<file path="src/rtl/job_slot_pkg.sv">
package job_slot_pkg;

  localparam int DATA_W = 32;
  localparam int PTR_W  = 2 * DATA_W;
  localparam int ADDR_W = 5;

  typedef logic [DATA_W-1:0] word_t;

  typedef enum logic [2:0] {
    CMD_NOP     = 3'd0,
    CMD_START   = 3'd1,
    CMD_SOFT    = 3'd2,
    CMD_HARD    = 3'd3,
    CMD_SOFT_C0 = 3'd4,
    CMD_HARD_C0 = 3'd5,
    CMD_SOFT_C1 = 3'd6,
    CMD_HARD_C1 = 3'd7
  } cmd_e;

  localparam int NUM_CMDS = 8;

  // read-only active view
  localparam logic [ADDR_W-1:0] OFS_HEAD_LO = 5'd0;
  localparam logic [ADDR_W-1:0] OFS_HEAD_HI = 5'd1;
  localparam logic [ADDR_W-1:0] OFS_TAIL_LO = 5'd2;
  localparam logic [ADDR_W-1:0] OFS_TAIL_HI = 5'd3;
  localparam logic [ADDR_W-1:0] OFS_AFF_LO  = 5'd4;
  localparam logic [ADDR_W-1:0] OFS_AFF_HI  = 5'd5;
  localparam logic [ADDR_W-1:0] OFS_CFG     = 5'd6;
  localparam logic [ADDR_W-1:0] OFS_STATUS  = 5'd7;
  localparam logic [ADDR_W-1:0] OFS_CMD     = 5'd8;
  localparam logic [ADDR_W-1:0] OFS_ERR     = 5'd9;

  // staging window
  localparam int STG_BASE    = 16;
  localparam int STG_COUNT   = 6;
  localparam int STG_HEAD_LO = 0;
  localparam int STG_HEAD_HI = 1;
  localparam int STG_AFF_LO  = 2;
  localparam int STG_AFF_HI  = 3;
  localparam int STG_CFG     = 4;
  localparam int STG_CMD     = 5;
  localparam logic [ADDR_W-1:0] OFS_STG_CMD = ADDR_W'(STG_BASE + STG_CMD);

  // staging entries wiped by a launch: head halves and staged command
  localparam logic [STG_COUNT-1:0] STG_CLEAR_MASK = 6'b100011;

  localparam int CHAIN_BIT = 8;

  // status codes, class field in bits 7:6 (00 no fault, 01 job fault)
  localparam word_t ST_IDLE   = 32'h0000_0000;
  localparam word_t ST_DONE   = 32'h0000_0001;
  localparam word_t ST_ACTIVE = 32'h0000_0008;
  localparam word_t ST_FAULT  = 32'h0000_0040;

  function automatic logic cmd_in_range(word_t v);
    return v < word_t'(NUM_CMDS);
  endfunction

  function automatic logic stop_applies(word_t v, logic chain);
    logic ok;
    ok = 1'b0;
    if (cmd_in_range(v)) begin
      case (cmd_e'(v[2:0]))
        CMD_SOFT, CMD_HARD:       ok = 1'b1;
        CMD_SOFT_C0, CMD_HARD_C0: ok = !chain;
        CMD_SOFT_C1, CMD_HARD_C1: ok = chain;
        default:                  ok = 1'b0;
      endcase
    end
    return ok;
  endfunction

  function automatic word_t exit_status(logic stopped, logic faulted);
    if (stopped) return ST_DONE;
    return faulted ? ST_FAULT : ST_DONE;
  endfunction

  function automatic logic status_is_fault(word_t s);
    return s[7:6] == 2'b01;
  endfunction

endpackage

</file>
<file path="src/rtl/job_slot_stage.sv">
module job_slot_stage
  import job_slot_pkg::*;
(
  input  logic                         clk_i,
  input  logic                         rst_ni,
  input  logic                         wr_en_i,
  input  logic [ADDR_W-1:0]            wr_addr_i,
  input  word_t                        wr_data_i,
  output logic                         launch_o,
  output word_t [STG_COUNT-1:0]        stg_o
);

  for (genvar g = 0; g < STG_COUNT; g++) begin : g_stg
    localparam logic [ADDR_W-1:0] MY_OFS = ADDR_W'(STG_BASE + g);
    logic hit;
    assign hit = wr_en_i && (wr_addr_i == MY_OFS);

    // a write in the launch cycle wins over the launch clear
    always_ff @(posedge clk_i or negedge rst_ni) begin
      if (!rst_ni)                             stg_o[g] <= '0;
      else if (hit)                            stg_o[g] <= wr_data_i;
      else if (launch_o && STG_CLEAR_MASK[g])  stg_o[g] <= '0;
    end
  end

  assign launch_o = (stg_o[STG_CMD] == word_t'(CMD_START));

endmodule

</file>
<file path="src/rtl/job_slot_cmd.sv">
module job_slot_cmd
  import job_slot_pkg::*;
(
  input  logic              clk_i,
  input  logic              rst_ni,
  input  logic              wr_en_i,
  input  logic [ADDR_W-1:0] wr_addr_i,
  input  word_t             wr_data_i,
  input  logic              chain_i,
  input  logic              running_i,
  output logic              stop_hit_o,
  output logic              err_flag_o
);

  logic cmd_wr;
  logic illegal_start;

  assign cmd_wr        = wr_en_i && (wr_addr_i == OFS_CMD);
  assign illegal_start = cmd_wr && (wr_data_i == word_t'(CMD_START));
  assign stop_hit_o    = cmd_wr && running_i && stop_applies(wr_data_i, chain_i);

  always_ff @(posedge clk_i or negedge rst_ni) begin
    if (!rst_ni)            err_flag_o <= 1'b0;
    else if (illegal_start) err_flag_o <= 1'b1;
  end

endmodule

</file>
<file path="src/rtl/job_slot_exec.sv">
module job_slot_exec
  import job_slot_pkg::*;
#(
  parameter bit AUTO_FINISH = 1'b1,
  parameter int SLOT_W      = 4,
  parameter int SLOT_ID     = 0
) (
  input  logic              clk_i,
  input  logic              rst_ni,
  input  logic              launch_i,
  input  logic [PTR_W-1:0]  stg_head_i,
  input  logic [PTR_W-1:0]  stg_aff_i,
  input  word_t             stg_cfg_i,
  input  logic              stop_hit_i,
  input  logic              exec_done_i,
  input  logic              exec_fault_i,
  output logic [PTR_W-1:0]  act_head_o,
  output logic [PTR_W-1:0]  act_tail_o,
  output logic [PTR_W-1:0]  act_aff_o,
  output word_t             act_cfg_o,
  output word_t             status_o,
  output logic              running_o,
  output logic              stop_pend_o,
  output logic              job_done_o,
  output logic              job_fail_o,
  output logic [SLOT_W-1:0] job_slot_o
);

  logic  finish;
  logic  fault_exit;
  word_t exit_code;

  assign fault_exit = exec_done_i && exec_fault_i;
  assign finish     = running_o && !launch_i &&
                      (stop_pend_o || AUTO_FINISH || exec_done_i);
  assign exit_code  = exit_status(stop_pend_o, fault_exit);

  always_ff @(posedge clk_i or negedge rst_ni) begin
    if (!rst_ni) begin
      act_head_o  <= '0;
      act_tail_o  <= '0;
      act_aff_o   <= '0;
      act_cfg_o   <= '0;
      status_o    <= ST_IDLE;
      running_o   <= 1'b0;
      stop_pend_o <= 1'b0;
      job_done_o  <= 1'b0;
      job_fail_o  <= 1'b0;
      job_slot_o  <= '0;
    end else begin
      job_done_o <= 1'b0;
      job_fail_o <= 1'b0;
      job_slot_o <= '0;
      if (launch_i) begin
        act_head_o  <= stg_head_i;
        act_tail_o  <= stg_head_i;
        act_aff_o   <= stg_aff_i;
        act_cfg_o   <= stg_cfg_i;
        status_o    <= ST_ACTIVE;
        running_o   <= 1'b1;
        stop_pend_o <= 1'b0;
      end else if (finish) begin
        status_o    <= exit_code;
        running_o   <= 1'b0;
        stop_pend_o <= 1'b0;
        job_done_o  <= !status_is_fault(exit_code);
        job_fail_o  <= status_is_fault(exit_code);
        job_slot_o  <= SLOT_W'(SLOT_ID);
      end else if (stop_hit_i) begin
        stop_pend_o <= 1'b1;
      end
    end
  end

endmodule

</file>
<file path="src/rtl/job_slot_ctrl.sv">
module job_slot_ctrl
  import job_slot_pkg::*;
#(
  parameter bit AUTO_FINISH = 1'b1,
  parameter int SLOT_W      = 4,
  parameter int SLOT_ID     = 0
) (
  input  logic              clk_i,
  input  logic              rst_ni,
  input  logic              wr_en_i,
  input  logic [4:0]        wr_addr_i,
  input  logic [31:0]       wr_data_i,
  input  logic [4:0]        rd_addr_i,
  output logic [31:0]       rd_data_o,
  input  logic              exec_done_i,
  input  logic              exec_fault_i,
  output logic              next_start_o,
  output logic              job_done_o,
  output logic              job_fail_o,
  output logic [SLOT_W-1:0] job_slot_o
);

  word_t [STG_COUNT-1:0] stg;
  logic  [PTR_W-1:0]     stg_head;
  logic  [PTR_W-1:0]     stg_aff;
  logic  [PTR_W-1:0]     act_head;
  logic  [PTR_W-1:0]     act_tail;
  logic  [PTR_W-1:0]     act_aff;
  word_t                 act_cfg;
  word_t                 status;
  logic                  launch;
  logic                  stop_hit;
  logic                  running;
  logic                  stop_pend;
  logic                  err_flag;

  assign stg_head     = {stg[STG_HEAD_HI], stg[STG_HEAD_LO]};
  assign stg_aff      = {stg[STG_AFF_HI], stg[STG_AFF_LO]};
  assign next_start_o = launch;

  job_slot_stage u_stage (
    .clk_i     (clk_i),
    .rst_ni    (rst_ni),
    .wr_en_i   (wr_en_i),
    .wr_addr_i (wr_addr_i),
    .wr_data_i (wr_data_i),
    .launch_o  (launch),
    .stg_o     (stg)
  );

  job_slot_cmd u_cmd (
    .clk_i      (clk_i),
    .rst_ni     (rst_ni),
    .wr_en_i    (wr_en_i),
    .wr_addr_i  (wr_addr_i),
    .wr_data_i  (wr_data_i),
    .chain_i    (act_cfg[CHAIN_BIT]),
    .running_i  (running),
    .stop_hit_o (stop_hit),
    .err_flag_o (err_flag)
  );

  job_slot_exec #(
    .AUTO_FINISH (AUTO_FINISH),
    .SLOT_W      (SLOT_W),
    .SLOT_ID     (SLOT_ID)
  ) u_exec (
    .clk_i        (clk_i),
    .rst_ni       (rst_ni),
    .launch_i     (launch),
    .stg_head_i   (stg_head),
    .stg_aff_i    (stg_aff),
    .stg_cfg_i    (stg[STG_CFG]),
    .stop_hit_i   (stop_hit),
    .exec_done_i  (exec_done_i),
    .exec_fault_i (exec_fault_i),
    .act_head_o   (act_head),
    .act_tail_o   (act_tail),
    .act_aff_o    (act_aff),
    .act_cfg_o    (act_cfg),
    .status_o     (status),
    .running_o    (running),
    .stop_pend_o  (stop_pend),
    .job_done_o   (job_done_o),
    .job_fail_o   (job_fail_o),
    .job_slot_o   (job_slot_o)
  );

  always_comb begin
    rd_data_o = '0;
    case (rd_addr_i)
      OFS_HEAD_LO: rd_data_o = act_head[DATA_W-1:0];
      OFS_HEAD_HI: rd_data_o = act_head[PTR_W-1:DATA_W];
      OFS_TAIL_LO: rd_data_o = act_tail[DATA_W-1:0];
      OFS_TAIL_HI: rd_data_o = act_tail[PTR_W-1:DATA_W];
      OFS_AFF_LO:  rd_data_o = act_aff[DATA_W-1:0];
      OFS_AFF_HI:  rd_data_o = act_aff[PTR_W-1:DATA_W];
      OFS_CFG:     rd_data_o = act_cfg;
      OFS_STATUS:  rd_data_o = status;
      OFS_ERR:     rd_data_o = {{(DATA_W-1){1'b0}}, err_flag};
      default: begin
        for (int i = 0; i < STG_COUNT; i++) begin
          if (rd_addr_i == ADDR_W'(STG_BASE + i)) rd_data_o = stg[i];
        end
      end
    endcase
  end

endmodule

</file>
<file path="config.mk">
export PLATFORM = sky130hd
export DESIGN_NAME = job_slot_ctrl
export DESIGN_NICKNAME = d
export VERILOG_FILES = /design/src/rtl/job_slot_pkg.sv /design/src/rtl/job_slot_stage.sv /design/src/rtl/job_slot_cmd.sv /design/src/rtl/job_slot_exec.sv /design/src/rtl/job_slot_ctrl.sv
export SDC_FILE = /design/constraint.sdc
export NUM_CORES = 1
export LEC_CHECK = 0
export BUFFER_PORTS_ARGS = -buffer_cell sky130_fd_sc_hd__buf_4
export CAP_MARGIN = 0
export CORE_MARGIN = 8
export CORE_UTILIZATION = 55
export DETAILED_ROUTE_END_ITERATION = 8
export PLACE_DENSITY = 0.73
export SLEW_MARGIN = 0
export SYNTH_ARGS = -nofsm -noshare
export SYNTH_HDL_FRONTEND = slang
export SYNTH_SLANG_ARGS = --single-unit
</file>
<file path="constraint.sdc">
create_clock -name clk_i -period 2.2 [get_ports clk_i]
set_clock_uncertainty 0.05 [all_clocks]
set_input_delay 0.11 -clock clk_i [delete_from_list [all_inputs] [get_ports clk_i]]
set_output_delay 0.11 -clock clk_i [all_outputs]
set_load 0.02 [all_outputs]
</file>
==> impl_metrics.csv, run 1 <==
group,metric,value,unit
sta,fmax,0.428,GHz
die,die_w,192,um
yosys,syn_avg_cell_area,13.1,sq um
die,dieHeight,192,um
place,dp_slack,-0.00144,ns
die,coreArea,0.0305,sq mm
clock_tree,path_clk_slew,0.06,ns
layout,final_area,0.0209,sq mm
yosys,netlist_instances,1296,
critical_path,reg2reg_to,"u_exec.act_head_o[9]",
clock_tree,cts_tree,"built",
critical_path,cpMaxStageDelayCell,"dfrtp_1",
die,start_util,55.7,%
sta,period_minus_slack,2.33,ns
place,io_buffers,81,
power,peakVddDrop,0.000642,V
yosys,synthDistinctLibCells,57,
yosys,synth_seq_area_share,52.9,%
sta,setup_slack,-0.134,ns
sta,slew_viol_final,0,
detailed_routing,ant_nets,0,
layout,utilization,68.4,%
detailed_routing,routed_via_density,6.49,
yosys,netlist_area,0.0170,sq mm
critical_path,ff2ff_path_depth,7,
die,ios,86,
critical_path,r2r-start,"u_stage.stg_o[162]",
sta,rsz0062_at_grt,"true",
detailed_routing,drt_iter0_markers,1126,
layout,regArea,0.00899,sq mm
yosys,yosys_warnings,0,
detailed_routing,vias,12300,
layout,final_cell_mix,"dfrtp_1 (357), mux2_2 (190), buf_4 (149), nand2_1 (89), mux2_1 (82)",
run_status,status,"finished with violations",
place,place.gp.congestion,0.854,
global_routing,grt_pass1_wl,75700,um
detailed_routing,drt_wl_total,50300,um
clock_tree,cts_root_buffer,"clkbuf_16",
sta,finalSetupTns,-8.84,ns
critical_path,critPathRequiredTime,2.55,ns
sta,hold_slack,0.0789,ns
place,place_area,0.0184,sq mm
layout,num-fill-cells,2109,
critical_path,critPathMaxStageDelay,0.42,ns
critical_path,path_cells,"nor4_1 > nand4_1 > nor2_4 > buf_6 > buf_12 > buf_16 > mux2_2",
clock_tree,cts_buffers,39,
critical_path,end_kind,"register",
critical_path,start_kind,"register",
clock_tree,insertion_delay,0.52,ns
die,placementRows,64,
sta,setup_viol,127,
min_path,hp-class,"in2async",
detailed_routing,dr.pass1.iters,7,
yosys,synth_edf_count,0,
clock_tree,clock_sinks,359,
detailed_routing,drc,0,
layout,diodes,0,
global_routing,grt-ovfl-total,0,
job,cap_violations,0,
critical_path,critPathKind,"reg2reg",
yosys,synth-seq-cells,359,
sta,slew-limit-headroom,52.4,%
die,dieArea,0.0368,sq mm
yosys,ys.flop_type,"dfrtp_1",
detailed_routing,drt-wirelength-per-cell,26.6,um
power,power_density,813,mW/mm^2
global_routing,grt_max_degree,62,
sta,hold_violations,0,
layout,nets,1511,
yosys,synthArstFlopShare,100,%
sta,final.period_utilization,106,%
global_routing,grt.total_usage,26.9,%
layout,multiInputGateArea,0.00768,sq mm
critical_path,ff2ff_setup_slack,-0.13,ns
sta,tightest_slew,0.708,ns
critical_path,critPathBufInv,3,
power,leakage,9.70,nW
place,hpwlAfterDp,31200,um
critical_path,cp.arrival,2.69,ns
layout,syn_to_final_growth,22.9,%
run_status,violations,"negative setup slack",
clock_tree,h-tree-depth,2,
critical_path,worst-path-max-fanout,24,
global_routing,grt_pass1_vias,12700,
global_routing,antenna_found_initial,0,
critical_path,cp_top_family,"simple AND/OR/NAND/NOR gates",
layout,final_common_cell,"dfrtp_1",
layout,final_layout_size_suffix_gt1_share,36.7,%
clock_tree,clockBufferDepth,3,
[where the power goes]
| group | internal, mW | total, mW | switching [mW] |
|---|---|---|---|
| Sequential | 7.39 | 8.04 | 0.655 |
| Clock | 4.01 | 6.65 | 2.65 |
| Combinational | 1.20 | 2.28 | 1.08 |
[Yosys cell counts (3+ instances only)]
cell | count | share of area (%)
buf_6 | 16 | 1.1
a2bb2oi_1 | 8 | 0.41
a221oi_1 | 29 | 1.5
mux2i_1 | 32 | 1.9
o221ai_1 | 3 | 0.15
o21a_1 | 8 | 0.35
o21ai_0 | 6 | 0.18
dfrtp_1 | 359 | 53
mux2_1 | 103 | 6.8
nor2_1 | 29 | 0.64
nand3_1 | 12 | 0.35
a2111oi_0 | 8 | 0.41
mux4_2 | 26 | 3.4
a21oi_1 | 70 | 2.1
a22oi_1 | 19 | 0.84
nand2b_1 | 5 | 0.18
buf_1 | 7 | 0.15
a32oi_1 | 6 | 0.31
nand4b_1 | 9 | 0.46
clkbuf_1 | 27 | 0.60
o22ai_1 | 7 | 0.26
nand2_1 | 89 | 2.0
mux2_2 | 208 | 14
nand4_1 | 4 | 0.15
nor4_1 | 17 | 0.63
a21o_1 | 15 | 0.66
buf_4 | 19 | 0.84
nor2b_1 | 17 | 0.63
o2bb2ai_1 | 64 | 3.3
buf_2 | 40 | 1.2
[per-layer routing]
| layer | wire length [um] | global-route usage, % |
|---|---|---|
| met5 | 0 | 0 |
| met4 | 1660 | 9.53 |
| met3 | 3880 | 5.72 |
| met2 | 24200 | 43.2 |
| met1 | 20600 | 36.0 |
[worst max-delay path by stage]
stage / slack, ns / startpoint / to / depth (start not counted)
after CTS: -0.04 / u_stage.stg_o[183] / next_start_o / 6
after detailed placement: -0.001 / u_stage.stg_o[175] / u_exec.act_aff_o[41] / 6
after global placement: 0.03 / u_stage.stg_o[175] / u_exec.act_head_o[8] / 6
after floorplan: 0.35 / u_stage.stg_o[180] / u_exec.act_aff_o[59] / 6
after global routing: -0.10 / u_stage.stg_o[183] / u_exec.act_cfg_o[20] / 7
final: -0.13 / u_stage.stg_o[162] / u_exec.act_head_o[9] / 7
[final cells by class]
| class | count | share of cell area (%) |
|---|---|---|
| Inverter | 1 | 0.0180 |
| Multi-Input combinational cell | 830 | 36.8 |
| Sequential cell | 359 | 43.0 |
| Clock inverter | 11 | 0.515 |
| Tap cell | 396 | 2.37 |
| Timing Repair Buffer | 233 | 11.5 |
| Clock buffer | 59 | 5.77 |
[metrics by stage]
step	total power, mW	cells
2_1_floorplan	9.24	1299
5_1_grt	17.6	1889
3_5_place_dp	10.2	1752
4_1_cts	16.9	1870
6_report	17.0	1889
3_3_place_gp	10.1	1752
[worst reg2reg max path: stages, from the launching register on]
cell	delay [ns]
dfrtp_1	0.42
nor4_1	0.36
nand4_1	0.28
nor2_4	0.22
buf_6	0.15
buf_12	0.18
buf_16	0.21
mux2_2	0.36
[repair_timing]
item	4_1_cts	5_1_grt
hold buffers	41	0
cloned	2	8
pin swaps	3	9
endpoints found under the setup margin	3	167
endpoints found under the hold margin	516	0
gates resized for setup	10	72
setup buffers	6	11
[registers in the layout (all words and copies together), names as in the netlist]
signal and cells:
u_exec.act_cfg_o 32, u_exec.status_o 3, u_exec.job_done_o 1, u_exec.stop_pend_o 1, u_exec.act_aff_o 64, u_exec.act_head_o 64, u_stage.stg_o 192, u_exec.job_fail_o 1
u_cmd.err_flag_o 1
[cells by family (layout without fill, tap and decap cells)]
group / count (synthesis) / after routing / share of synthesized area, %
mux: 369 / 369 / 26.0
flops: 359 / 359 / 52.9
compound gates: 251 / 251 / 10.8
simple gates: 206 / 206 / 6.41
buf+inv: 110 / 304 / 3.85
other cells: 1 / 4 / 0.0221
Note: power is estimated with default switching activity, not from simulation.
==> run 2: changes to the inputs <==
==> constraint.sdc (replaced) <==
create_clock -name clk_i -period 2.22 [get_ports clk_i]
set_clock_uncertainty 0.05 [all_clocks]
set_input_delay 0.111 -clock clk_i [delete_from_list [all_inputs] [get_ports clk_i]]
set_output_delay 0.111 -clock clk_i [all_outputs]
set_load 0.02 [all_outputs]
==> impl_metrics.csv, run 2 (synthesized netlist as in run 1, its figures left out) <==
group,metric,value,unit
run_status,status,"finished with violations",
run_status,violations,"negative setup slack",
die,dieHeight,192,um
global_routing,grt.total_usage,26.3,%
layout,diodes,0,
global_routing,grt-ovfl-total,0,
power,fin_total_pwr,16.8,mW
layout,reg_top3,"u_stage.stg_o: 192 flops, u_exec.act_aff_o: 64 flops, u_exec.act_head_o: 64 flops",
clock_tree,insertion_delay,0.53,ns
layout,syn_to_final_growth,19.9,%
sta,hold_slack,0.124,ns
sta,final.period_utilization,100,%
clock_tree,cts_buffers,39,
sta,slew_viol_final,0,
die,ios,86,
power,peakVddDrop,0.000758,V
critical_path,critPathRequiredTime,2.57,ns
die,placementRows,64,
layout,final_cell_mix,"dfrtp_1 (358), mux2_2 (208), buf_4 (131), mux2_1 (103), nand2_1 (89)",
global_routing,antenna_found_initial,0,
place,io_buffers,81,
sta,fmax,0.449,GHz
sta,rsz0062_at_grt,"true",
detailed_routing,drt_iter0_markers,1069,
detailed_routing,drt-wirelength-per-cell,25.9,um
layout,nets,1483,
sta,setup_slack,-0.00730,ns
layout,final_layout_size_suffix_gt1_share,33.3,%
detailed_routing,dr.pass1.iters,5,
critical_path,critPathKind,"reg2reg",
die,coreArea,0.0305,sq mm
job,cap_violations,0,
min_path,hp-class,"in2reg",
clock_tree,cts_tree,"built",
place,place.gp.congestion,0.866,
layout,final_common_cell,"dfrtp_1",
power,leakage,9.48,nW
global_routing,grt_max_degree,96,
sta,tightest_slew,1.01,ns
clock_tree,clock_sinks,359,
power,power_density,823,mW/mm^2
critical_path,worst-path-max-fanout,20,
place,hpwlAfterDp,30900,um
critical_path,start_kind,"register",
clock_tree,clockBufferDepth,3,
sta,slew-limit-headroom,32.2,%
clock_tree,h-tree-depth,2,
global_routing,grt_pass1_vias,12500,
layout,largest_reg_flops,192,
die,dieArea,0.0368,sq mm
layout,regMostFlops,"u_stage.stg_o",
sta,period_minus_slack,2.23,ns
clock_tree,path_clk_slew,0.06,ns
detailed_routing,vias,12000,
detailed_routing,ant_nets,0,
detailed_routing,routed_via_density,6.44,
clock_tree,cts_root_buffer,"clkbuf_16",
sta,hold_violations,0,
critical_path,end_kind,"register",
layout,utilization,66.7,%
critical_path,cp.arrival,2.58,ns
die,die_w,192,um
die,start_util,55.7,%
detailed_routing,drc,0,
global_routing,grt_pass1_wl,74400,um
sta,setup_viol,6,
detailed_routing,drt_wl_total,48200,um
-- run 2: cell count changes in the layout (fill, tap and decap cells not counted), sizes merged --
cell         change
buf             -23
clkbuf           -5
bufbuf           -1
bufinv           +1
clkinvlp         -1
dlygate4sd3      +1
-- run 2: final timing paths --
check,cells after the start,to,from,slack (ns)
worst max-delay path,7,u_exec.act_head_o[14],u_stage.stg_o[190],-0.007
worst min-delay path,5,u_stage.stg_o[34],wr_addr_i[3],0.12
worst max register to register,7,u_exec.act_head_o[14],u_stage.stg_o[190],-0.007
worst min register to register,2,u_cmd.err_flag_o,u_cmd.err_flag_o,0.42
max in group asynchronous,3,u_exec.act_cfg_o[7],rst_ni,0.59
min in group asynchronous,3,u_stage.stg_o[132],rst_ni,0.15
-- run 2: timing repair --
action | in CTS | in global routing
buffers inserted | 3 | 1
gates resized for setup | 10 | 18
gates cloned | 0 | 3
hold endpoints to repair | 556 | 0
hold buffers | 42 | 0
setup endpoints to repair | 9 | 73
pin swaps | 5 | 5
-- run 2: metal layers --
layer	GRT usage (%)	wire, um
met1	36.0	20200
met2	41.9	23200
met3	4.90	3480
met4	8.79	1310
met5	0	0
-- run 2: power by group --
group	total [mW]	switching (mW)	internal, mW
clock network	6.61	2.58	4.03
logic	2.19	1.04	1.14
registers	7.97	0.645	7.32
total	16.8	4.27	12.5
-- run 2: final cells by class --
cell class / count / area (sq um)
Fill cell: 2158 / 10200
Clock buffer: 59 / 1180
Clock inverter: 11 / 134
Tap cell: 396 / 495
Multi-Input combinational cell: 830 / 7510
Timing Repair Buffer: 205 / 2050
Sequential cell: 359 / 8980
Inverter: 1 / 3.75
-- run 2: worst max-delay path, cell delays in order, from the launching register on --
cell and delay, ns:
dfrtp_1 0.42, nor4_4 0.33, nand4_1 0.21, nor2_4 0.19
buf_4 0.15, buf_12 0.19, buf_12 0.19, mux2_2 0.34
-- run 2: metrics by stage --
| stage | area (sq um) | setup TNS, ns | setup slack [ns] | cells |
|---|---|---|---|---|
| 2_1_floorplan | 17000 | 0 | 0.371 | 1299 |
| 3_3_place_gp | 18400 | 0 | 0.0241 | 1743 |
| 3_5_place_dp | 18400 | 0 | 0.0160 | 1743 |
| 4_1_cts | 20200 | 0 | 0.00799 | 1857 |
| 5_1_grt | 20400 | -1.36 | -0.0563 | 1861 |
| 6_report | 20400 | -0.0221 | -0.00730 | 1861 |
